[src/rtl/mask_rca_pkg.sv]
package mask_rca_pkg;
    localparam int NSHARE    = 3;
    localparam int RAND_BITS = 4;

    // index of the share that is 'step' positions after share i
    function automatic int share_after(input int i, input int step);
        return (i + step) % NSHARE;
    endfunction
endpackage

[src/rtl/mask_rca_maj_share.sv]
// One output share of the shared majority (carry) function.
// Its inputs come from two share indices only (non-completeness).
module mask_rca_maj_share (
    input  logic a_j,
    input  logic a_k,
    input  logic b_j,
    input  logic b_k,
    input  logic c_j,
    input  logic c_k,
    output logic f
);
    logic ab, ac, bc;
    always_comb begin
        ab = (a_j & b_j) ^ (a_j & b_k) ^ (a_k & b_j);
        ac = (a_j & c_j) ^ (a_j & c_k) ^ (a_k & c_j);
        bc = (b_j & c_j) ^ (b_j & c_k) ^ (b_k & c_j);
        f  = ab ^ ac ^ bc;
    end
endmodule

[src/rtl/mask_rca_refresh.sv]
// Zero-sum remask of the three carry shares; the random pair alternates with
// the parity of the bit position.
module mask_rca_refresh
    import mask_rca_pkg::*;
(
    input  logic [NSHARE-1:0]    c_in,
    input  logic [RAND_BITS-1:0] rnd,
    input  logic                 odd,
    output logic [NSHARE-1:0]    c_out
);
    logic m0, m1;
    always_comb begin
        m0       = odd ? rnd[2] : rnd[0];
        m1       = odd ? rnd[3] : rnd[1];
        c_out[0] = c_in[0] ^ m0;
        c_out[1] = c_in[1] ^ m1;
        c_out[2] = c_in[2] ^ m0 ^ m1;
    end

    always_comb begin
        AST_REFRESH_ZERO_SUM: assert ((^c_out) == (^c_in));
    end
endmodule

[src/rtl/mask_rca_add.sv]
module mask_rca_add
    import mask_rca_pkg::*;
#(
    parameter int WIDTH = 32
) (
    input  logic                               clk,
    input  logic                               rst_n,
    input  logic                               start,
    input  logic [NSHARE-1:0][WIDTH-1:0]       a_sh,
    input  logic [NSHARE-1:0][WIDTH-1:0]       b_sh,
    input  logic                               cin_en,
    input  logic [NSHARE-1:0]                  cin_sh,
    input  logic [RAND_BITS-1:0]               rnd,
    output logic                               busy,
    output logic                               done,
    output logic [NSHARE-1:0][WIDTH-1:0]       sum_sh,
    output logic [NSHARE-1:0]                  cout_sh
);
    localparam int IW = (WIDTH > 2) ? $clog2(WIDTH) : 1;
    localparam logic [IW-1:0] LAST = IW'(WIDTH - 1);

    typedef struct packed {
        logic                         busy;
        logic                         done;
        logic [IW-1:0]                idx;
        logic [NSHARE-1:0][WIDTH-1:0] acc;  // A shares, becoming sum shares
        logic [NSHARE-1:0][WIDTH-1:0] bsh;  // B shares, shifted out
        logic [NSHARE-1:0]            cy;   // carry shares between stages
        logic [RAND_BITS-1:0]         rnd;
    } state_t;

    state_t st_d, st_q;

    logic [NSHARE-1:0] sbit, cy_raw, cy_fresh;

    // nonlinear carry shares, each built from two share indices
    for (genvar i = 0; i < NSHARE; i++) begin : g_maj
        localparam int J = share_after(i, 1);
        localparam int K = share_after(i, 2);
        mask_rca_maj_share u_maj (
            .a_j (st_q.acc[J][0]),
            .a_k (st_q.acc[K][0]),
            .b_j (st_q.bsh[J][0]),
            .b_k (st_q.bsh[K][0]),
            .c_j (st_q.cy[J]),
            .c_k (st_q.cy[K]),
            .f   (cy_raw[i])
        );
        assign sbit[i] = st_q.acc[i][0] ^ st_q.bsh[i][0] ^ st_q.cy[i];
    end

    mask_rca_refresh u_refresh (
        .c_in  (cy_raw),
        .rnd   (st_q.rnd),
        .odd   (st_q.idx[0]),
        .c_out (cy_fresh)
    );

    always_comb begin
        st_d      = st_q;
        st_d.done = 1'b0;
        if (!st_q.busy) begin
            if (start) begin
                st_d.busy = 1'b1;
                st_d.idx  = '0;
                st_d.acc  = a_sh;
                st_d.bsh  = b_sh;
                st_d.cy   = cin_en ? cin_sh : '0;
                st_d.rnd  = rnd;
            end
        end else begin
            for (int i = 0; i < NSHARE; i++) begin
                st_d.acc[i] = {sbit[i], st_q.acc[i][WIDTH-1:1]};
                st_d.bsh[i] = {1'b0, st_q.bsh[i][WIDTH-1:1]};
            end
            st_d.cy  = cy_fresh;
            st_d.idx = st_q.idx + 1'b1;
            if (st_q.idx == LAST) begin
                st_d.busy = 1'b0;
                st_d.done = 1'b1;
            end
        end
    end

    always_ff @(posedge clk) begin
        if (!rst_n) st_q <= '0;
        else        st_q <= st_d;
    end

    assign busy    = st_q.busy;
    assign done    = st_q.done;
    assign sum_sh  = st_q.acc;
    assign cout_sh = st_q.cy;

    // cycles since the accepted start, used by the latency check
    logic [IW:0] lat_q;
    always_ff @(posedge clk) begin
        if (!rst_n)                lat_q <= '0;
        else if (!busy && start)   lat_q <= '0;
        else if (busy)             lat_q <= lat_q + 1'b1;
    end

    AST_DONE_PULSE: assert property (@(posedge clk) disable iff (!rst_n)
        done |=> !done);
    AST_DONE_LATENCY: assert property (@(posedge clk) disable iff (!rst_n)
        done |-> (lat_q == (IW+1)'(WIDTH)));
    AST_DONE_ENDS_BUSY: assert property (@(posedge clk) disable iff (!rst_n)
        done |-> (!busy && $past(busy)));
    AST_IDLE_HOLD: assert property (@(posedge clk) disable iff (!rst_n)
        (!busy && !start) |=> ($stable(sum_sh) && $stable(cout_sh)));
    AST_BUSY_IGNORES_START: assert property (@(posedge clk) disable iff (!rst_n)
        (busy && start && (lat_q < (IW+1)'(WIDTH - 1))) |=> busy);
endmodule

[config.mk]
export PLATFORM = sky130hd
export DESIGN_NAME = mask_rca_add
export DESIGN_NICKNAME = d
export VERILOG_FILES = /design/src/rtl/mask_rca_pkg.sv /design/src/rtl/mask_rca_maj_share.sv /design/src/rtl/mask_rca_refresh.sv /design/src/rtl/mask_rca_add.sv
export SDC_FILE = /design/constraint.sdc
export NUM_CORES = 1
export LEC_CHECK = 0
export BUFFER_PORTS_ARGS = -buffer_cell sky130_fd_sc_hd__buf_2
export CAP_MARGIN = 20
export CORE_MARGIN = 3
export CORE_UTILIZATION = 48
export CTS_CLUSTER_SIZE = 14
export DETAILED_ROUTE_END_ITERATION = 10
export GPL_ROUTABILITY_DRIVEN = 0
export PLACE_DENSITY = 0.75
export SKIP_CTS_REPAIR_TIMING = 1
export SYNTH_ARGS = -nofsm -noshare
export SYNTH_HDL_FRONTEND = slang
export SYNTH_HIERARCHICAL = 1
export SYNTH_SLANG_ARGS = --single-unit
[constraint.sdc]
create_clock -name clk -period 1.7 [get_ports clk]
set_clock_uncertainty 0.2 [all_clocks]
set_input_delay 0.255 -clock clk [delete_from_list [all_inputs] [get_ports clk]]
set_output_delay 0.255 -clock clk [all_outputs]
set_load 0.05 [all_outputs]
==> impl.org, run 1 <==
** Yosys
- Sequential cell area fraction in the yosys report :: 38.92%
- The largest total area in the synthesized netlist belongs to sky130_fd_sc_hd__dfxtp_1.
- Yosys mapped the design onto 29 distinct sky130hd cell types.
- Average size of a mapped cell :: 9.865 µm²
- After synthesis the cells add up to 10,600 µm².
- Synthesized netlist cell count :: 1,074
- Register bit count reported by yosys :: 206
- The number of nets in the synthesized netlist is 1,280.
- Proportion of netlist area held by the largest area contributor :: 38.92%
- The Yosys step of the flow raised 6 warnings.
- By area the synthesized netlist is led by sky130_fd_sc_hd__dfxtp_1, sky130_fd_sc_hd__mux2i_1, sky130_fd_sc_hd__o211a_1.

** Cells and area
- Summing all non-filler instances in the final layout gives an area of 14,750 µm².
- Highest-count cells in the layout ignoring fill and taps :: sky130_fd_sc_hd__buf_2, sky130_fd_sc_hd__dlygate4sd3_1, sky130_fd_sc_hd__mux2i_1
- In the final design database the tool counted 1,683 nets.
- Area growth from synthesis to layout :: 39.21%
- Final standard cell count with taps included and fillers excluded :: 1,767
- Most frequent standard cell in the layout excluding fill and tap cells :: sky130_fd_sc_hd__buf_2
- Proportion of layout cells with a drive suffix above 1 :: 27.90%
- The filler cells instantiated in the layout total 1,506.

** Worst setup path
- Worst Path Class, Setup :: reg -> reg
- STA classifies the critical path endpoint as a flop.
- Peak per-stage delay on the critical path :: 0.37 ns
- The worst register-to-register path begins at sum_sh[64].
- STA puts the critical path data required time at 1.92 ns.
- Logic depth of the worst register-to-register path :: 7
- For this design, the slowest cell found on the critical path is sky130_fd_sc_hd__dfxtp_4.
- Traced cell by cell, the critical path runs through xnor2_1, a22oi_1, a21oi_1, a211oi_2, xnor2_1, o21ai_0, a21oi_1.
- Setup slack, reg-to-reg :: 0.02 ns
- Max FO, Critical Path :: 6
- Launching element type of the critical path :: flop
- Critical Path AT :: 1.90 ns
- Reg-to-reg endpoint :: cout_sh[0]

** Global route
- GRT Overall Usage :: 19.38%
- Maximum number of pins on one net before global-route repair :: 63
- Met2 track utilization from global routing :: 34.15%
- Met1 GRT Util :: 23.31%
- Antenna violations before repair :: 2
- Busiest layer in global routing :: met2
- First-pass GRT wire length :: 38,770 µm
- The number of global-route vias before repair was 7,793.
- In the global route stage, met3 resource usage came out at 5.092%.
- The total overflow left after global routing is 0.

** Clocking
- After clock tree synthesis, the clock-pin slew on the worst setup and hold paths is 0.06 ns.
- Number of buffers created by CTS :: 23
- The root buffer cell chosen for the clock tree is sky130_fd_sc_hd__clkbuf_16.
- The clock passes through at most 3 buffers.
- Clk Latency, worst-skew pair :: 0.50 ns
- Number of sinks driven by the clock tree :: 206
- CTS built an H-tree with a depth of 1.
- TritonCTS clock tree :: done

** Outcome
- Result of the run :: finished with violations
- The checks that failed: hold timing.

** Place
- Detailed-placement wirelength estimate :: 17,890 µm
- During placement, the flow inserted port buffers numbering 303.
- At the placement stage, the worst setup path has a slack of -0.1055 ns.
- Area after detailed placement :: 11,870 µm²
- Once placement completed, the tool counted placed cells totaling 1,525.

** STA
- Once routing completed, OpenROAD measured the worst setup slack at 0.01994 ns.
- At the pin with the least slew margin, the transition time is 0.4311 ns.
- After routing, the total negative slack on setup checks comes to 0 ns.
- The final max-slew violation count is 0.
- Measured against its own limit, the worst slew margin works out to 71.26%.
- Post-route minimum period :: 1.680 ns
- Unrepaired setup endpoints after global routing :: true
- Hold Vio Cnt, Final :: 1
- Total of endpoints with negative setup slack in the final report :: 0
- Fmax :: 595.2 MHz
- Post-route fraction of the period consumed by the critical path :: 98.83%
- Worst hold slack after final layout :: -0.002748 ns

** Die
- Number of placement rows :: 53
- The floorplan step set the die width to 154.6 µm.
- The die covers 23,890 µm².
- 304 I/O pins were placed.
- Starting density of the core :: 49.62%
- Measured along the y axis, the die boundary spans 154.6 µm.
- In this run the standard cell core region covers 21,350 µm².

** Drt
- Violation count after the first detailed-route iteration :: 473
- Detailed Route WL :: 30,570 µm
- Routed via count divided by cell count :: 5.241
- The first detailed-routing pass ran for 6 iterations.
- In the routed design, unresolved DRC markers number 0.
- The routed layout has 9,260 vias.
- Detail-routed net length per standard cell :: 17.30 µm
- Antenna Violating Nets Remaining :: 0

** Power and ir drop
- For this design the ratio of total power to cell area is 934.4 nW/µm².
- VDD sags by at most 0.9504 mV.
- Static Leak :: 0.008566 µW

** Job
- Max-cap violation count :: 0

** Worst hold path
- The startpoint identified for the worst hold timing path is start.
- In this run the worst hold path is classified as in -> reg.
- Counting instances, the worst hold path has a depth of 3.
- Hold path endpoint :: st_q[38]
-- how the worst max path moves through the flow --
stage	from	end	slack, ns	cells past startpoint
2_1_floorplan	sum_sh[0]	cout_sh[1]	0.08	7
3_3_place_gp	sum_sh[64]	cout_sh[0]	-0.06	7
3_5_place_dp	sum_sh[64]	cout_sh[0]	-0.11	7
4_1_cts	busy	busy	-0.24	2
5_1_grt	sum_sh[64]	cout_sh[0]	-0.1	7
6_report	sum_sh[64]	cout_sh[0]	0.02	7
-- state kept, by name, summed over array words and instances (netlist names) --
signal / cells
done: 1
sum_sh: 96
cout_sh: 3
busy: 1
st_q: 105
-- stage by stage --
step / power, µW / utilization (%)
after CTS: 13370 / 58.99
after global routing: 14380 / 69.07
after floorplan: 7947 / -
after detailed placement: 8512 / 55.60
final: 13780 / 69.07
after global placement: 8465 / 55.60
-- worst max-delay path, delay by kind of cell, from the launching register on --
kind            cells  cell delay, ns
xor+xnor            2            0.30
flops               1            0.37
compound gates      5            0.75
-- cell type report --
class	count	area (µm²)	share of cell area (%)
multi-input cells	671	5200	35.26
clock inverters	5	78.83	0.5344
clock buffers	34	646.9	4.386
diodes	1	2.502	0.01697
flip-flops and latches	206	4150	28.14
inverters	9	41.29	0.2799
repair buffers	566	4285	29.06
well taps	275	344.1	2.333
-- cell families (layout without fill, tap and decap cells) --
logic type                 count (synthesis)  count (layout)  share of synthesized area (%)
other                                      0               1                              0
adders and majority gates                  3               3                         0.3543
xor gates and xnor gates                  17              17                          1.405
and+or+nand+nor                          236             236                          8.951
DFF                                      206             206                          38.92
muxes                                    200             200                          18.93
buffers and inverters                    197             614                          12.28
AOI/OAI and AO/OA                        215             215                          19.15
-- where the power goes --
part	internal, µW	leakage [µW]	switching (µW)
Combinational	1490	0.00650	1860
Sequential	5250	0.00171	340
Clock	2920	0.000355	1920
Total	9660	0.00857	4120
-- per-layer routing --
layer	part of all wire (%)	wire length, µm
met1	40	12090
met2	51	15580
met3	5.9	1816
met4	3.5	1069
met5	0.043	13
-- cells in the mapped netlist, drive strengths merged --
cell type  number
ha              3
a31oi           1
nor3b           2
o21ai           7
o22ai           3
inv             9
o211a         186
buf           162
nand3           8
nor2b           6
mux2            3
xor2            8
or3             1
a22oi           3
dfxtp         206
nor3            9
nand2         196
nor2            8
a21boi          1
xnor2           9
nand3b          1
and3            5
mux2i         197
a21oi          11
clkbuf         26
a211oi          3
Power figures use the tool's default switching activity.
==> run 2, diff against run 1 <==
--- a/config.mk
+++ b/config.mk
@@ -16,5 +16,4 @@
 export SKIP_CTS_REPAIR_TIMING = 1
 export SYNTH_ARGS = -nofsm -noshare
 export SYNTH_HDL_FRONTEND = slang
-export SYNTH_HIERARCHICAL = 1
 export SYNTH_SLANG_ARGS = --single-unit
==> impl.org, run 2 <==
** Die
- The vertical die dimension was 155.2 µm (+0.38%).
- Number of ports placed on the die boundary :: 304 (unchanged)
- The core box area was 21,420 µm² (+0.31%).
- Number of placement rows :: 53 (unchanged)
- Overall die area :: 24,070 µm² (+0.75%)
- The horizontal die dimension came to 155.2 µm (+0.38%).
- The effective utilization at floorplan was 49.85% (+0.23 points).

** Worst setup path
- Setup crit end kind :: flop
- Critical Path AT :: 1.90 ns (about the same)
- The worst reg-to-reg setup slack was 0.0009 ns (-0.02 ns).
- Logic depth of the worst register-to-register path :: 5 (-2)
- Worst Path Class, Setup :: reg -> reg
- The data required time of the critical path is 1.90 ns (-0.02 ns).
- Max FO, Critical Path :: 5 (-1)
- Worst R2R Start :: sum_sh[0]
- Launching element type of the critical path :: flop
- The worst register-to-register path ends at cout_sh[1].
- In this run the worst setup path terminates at cout_sh[1].
- Startpoint of the most critical setup path :: sum_sh[0]

** Yosys
- For this run, the leading register cell type out of synthesis is sky130_fd_sc_hd__dfxtp_1.
- The average size of a mapped cell came to 8.535 µm² (-13%).
- The count of synthesis-stage warnings from yosys came to 0 (-6).
- EDFF count, synth :: 0 (unchanged)
- By count the netlist is led by sky130_fd_sc_hd__dfxtp_1, sky130_fd_sc_hd__nand2_1, sky130_fd_sc_hd__mux2i_1.
- Proportion of netlist area held by the largest area contributor :: 38.62% (-0.30 points)
- Ranked by total cell area, the synthesized netlist is headed by sky130_fd_sc_hd__dfxtp_1, sky130_fd_sc_hd__mux2i_1, sky130_fd_sc_hd__and2_1.
- The async set-reset flop share out of synthesis was 0% (unchanged).
- The total nets after synthesis came to 1,459 (+14%).
- The number of distinct library cells after synthesis was 33 (+14%).
- The synthesized instance count came to 1,251 (+16%).
- Sequential cell area fraction in the yosys report :: 38.62% (-0.30 points)
- Register bit count reported by yosys :: 206 (unchanged)
- Netlist area before placement :: 10,680 µm² (+0.78%)
- sky130_fd_sc_hd__dfxtp_1 is the most common cell in the netlist.
- Summed over all instances, the cell type with the most area after synthesis is sky130_fd_sc_hd__dfxtp_1.

** Drt
- The via density per instance was 4.943 (-5.7%).
- The per-cell routed wire length is 14.90 µm (-14%).
- Wire length on met3 :: 1480 µm (-19%)
- Routed metal-1 wire length :: 11,640 µm (-3.8%)
- The routed length on met2 came to 13,600 µm (-13%).
- Antenna Violating Nets Remaining :: 0 (unchanged)
- The violation count after the first detailed-route iteration is 348 (-26%).
- The first-pass detailed-route iteration total came to 5 (-1).
- The DRC violations left was 0 (unchanged).
- After detailed routing, no signal wire sits above met5.
- The overall via count from detail_route came to 9,144 (-1.3%).
- The total wire length after detailed routing was 27,570 µm (-9.8%).

** Clocking
- TritonCTS clock tree :: done
- Number of buffers created by CTS :: 24 (+4.3%)
- Largest buffer count on any clock path :: 3 (unchanged)
- CTS Root Cell :: sky130_fd_sc_hd__clkbuf_16
- The H-tree level count is 1 (unchanged).
- Clock slew seen by the registers of the worst setup and hold paths :: 0.06 ns (about the same)
- Number of sinks driven by the clock tree :: 206 (unchanged)
- The insertion delay of the later-clocked pin in the worst-skew pair came to 0.51 ns (about the same).

** Cells and area
- Max reg flops :: 105 (unchanged)
- Proportion of layout cells with a drive suffix above 1 :: 25.92% (-2.0 points)
- The final core utilization came to 66.24% (-2.8 points).
- The layout net count was 1,768 (+5.1%).
- Register with the highest flop count :: st_q
- The area of all placed cells without fillers is 14,190 µm² (-3.8%).
- Most frequent standard cell in the layout excluding fill and tap cells :: sky130_fd_sc_hd__buf_2
- Highest-count cells in the layout ignoring fill and taps :: sky130_fd_sc_hd__buf_2, sky130_fd_sc_hd__nand2_1, sky130_fd_sc_hd__dfxtp_1
- Area growth from synthesis to layout :: 32.87%

** STA
- Hold Vio Cnt, Final :: 68 (+67)
- Max transition margin :: 79.08% (+7.8 points)
- Post-route fraction of the period consumed by the critical path :: 99.95% (+1.1 points)
- Slew Limit Fails :: 0 (unchanged)
- The number of failing setup endpoints in the final timing report is 0 (unchanged).
- Setup repair after global routing could not meet its margin everywhere.
- Worst hold slack after final layout :: -0.06506 ns (-0.06231 ns)
- The maximum operating frequency was 588.5 MHz (-1.1%).
- The time the final worst path needs with I/O delays and setup came to 1.699 ns (+0.01909 ns).
- The actual transition at the worst max-transition pin was 0.3138 ns (-0.1173 ns).
- The final total negative setup slack was 0 ns (unchanged).

** Place
- The final HPWL from detailed placement is 18,110 µm (+1.2%).
- The cell area after placement is 12,070 µm² (+1.7%).
- Port bufs :: 303 (unchanged)

** Global route
- The global-route wire length before repair was 39,900 µm (+2.9%).
- Sum of overflow across all layers after global routing :: 0 (unchanged)
- Antenna violations before repair :: 3 (+1)
- GRT Overall Usage :: 19.54% (+0.17 points)
- Vias in the first global route :: 8,286 (+6.3%)
- The maximum number of pins on one net before global-route repair was 84 (+33%).

** Power and ir drop
- The leakage power was 0.006543 µW (-24%).
- Tot Pwr :: 12,910 µW (-6.3%)
- The ratio of total power to cell area is 909.9 nW/µm² (-2.6%).
- Largest vdd supply drop :: 0.9147 mV (-3.8%)

** Worst hold path
- In this run the most critical hold path is launched from a_sh[55].
- The min-delay analysis places its worst path in the category in -> reg.

** Outcome
- Failing checks :: hold timing
- The flow ran to the end, but the final reports show violations.

** Job
- Max-cap violation count :: 0 (unchanged)
## run 2: cell count changes after synthesis, moves of 15 or more
cell | previous run | this run
sky130_fd_sc_hd__o21ai_0 | 7 | 195
sky130_fd_sc_hd__and2_1 | 0 | 187
sky130_fd_sc_hd__o211a_1 | 186 | 3
sky130_fd_sc_hd__clkbuf_1 | 26 | 63
sky130_fd_sc_hd__buf_2 | 38 | 21
sky130_fd_sc_hd__buf_6 | 16 | 1
## run 2: how the worst min path moves through the flow
stage | end | slack, ns | cells after the start
2_1_floorplan | st_q[102] | 0.20 | 2
3_3_place_gp | st_q[38] | 0.28 | 2
3_5_place_dp | st_q[70] | 0.29 | 2
4_1_cts | st_q[70] | -0.23 | 3
5_1_grt | st_q[84] | -0.01 | 4
6_report | sum_sh[55] | -0.07 | 4
## run 2: routing by layer
layer	vias to the layer above	GRT usage [%]
met4	4	5.425
met3	63	5.341
met2	258	33.26
met1	4152	24.39
li1	4667	-
met5	-	0
## run 2: cells by family after synthesis
kind of cell	Yosys count	synth area share (%)
xor gates and xnor gates	16	1.441
adders and majority gates	5	0.5859
buffers and inverters	193	10.58
muxes	200	18.82
DFF	206	38.62
and+or+nand+nor	422	19.87
AOI/OAI and AO/OA	209	10.08
## run 2: report_power, final
part	internal [µW]	switching [µW]	leakage, µW
clock network	2920	1980	0.000361
logic	1200	1450	0.00449
registers	5140	220	0.00169
total	9250	3660	0.00654
## run 2: through the flow
stage / std cells / setup WS (ns)
CTS: 1725 / -0.3276
detailed placement: 1685 / -0.06397
global placement: 1685 / -0.01086
floorplan: 1251 / -0.06854
finish: 1850 / 0.0008531
global route: 1850 / -0.07685
## run 2: worst max-delay path, stage by stage, from the launching register on
cell,delay (ns)
sky130_fd_sc_hd__dfxtp_2,0.35
sky130_fd_sc_hd__xnor2_2,0.16
sky130_fd_sc_hd__or3_1,0.38
sky130_fd_sc_hd__a31oi_2,0.17
sky130_fd_sc_hd__nor3_1,0.08
sky130_fd_sc_hd__a221o_1,0.25
## run 2: area by class of cell
cell class                      instances  area (µm²)
Fill cell                            1671        7232
Multi-Input combinational cell        852        5504
Sequential cell                       206        4141
Timing Repair Buffer                  473        3443
Clock buffer                           34       679.4
Tap cell                              275       344.1
Clock inverter                          6       61.31
Inverter                                3       11.26
Antenna cell                            1       2.502
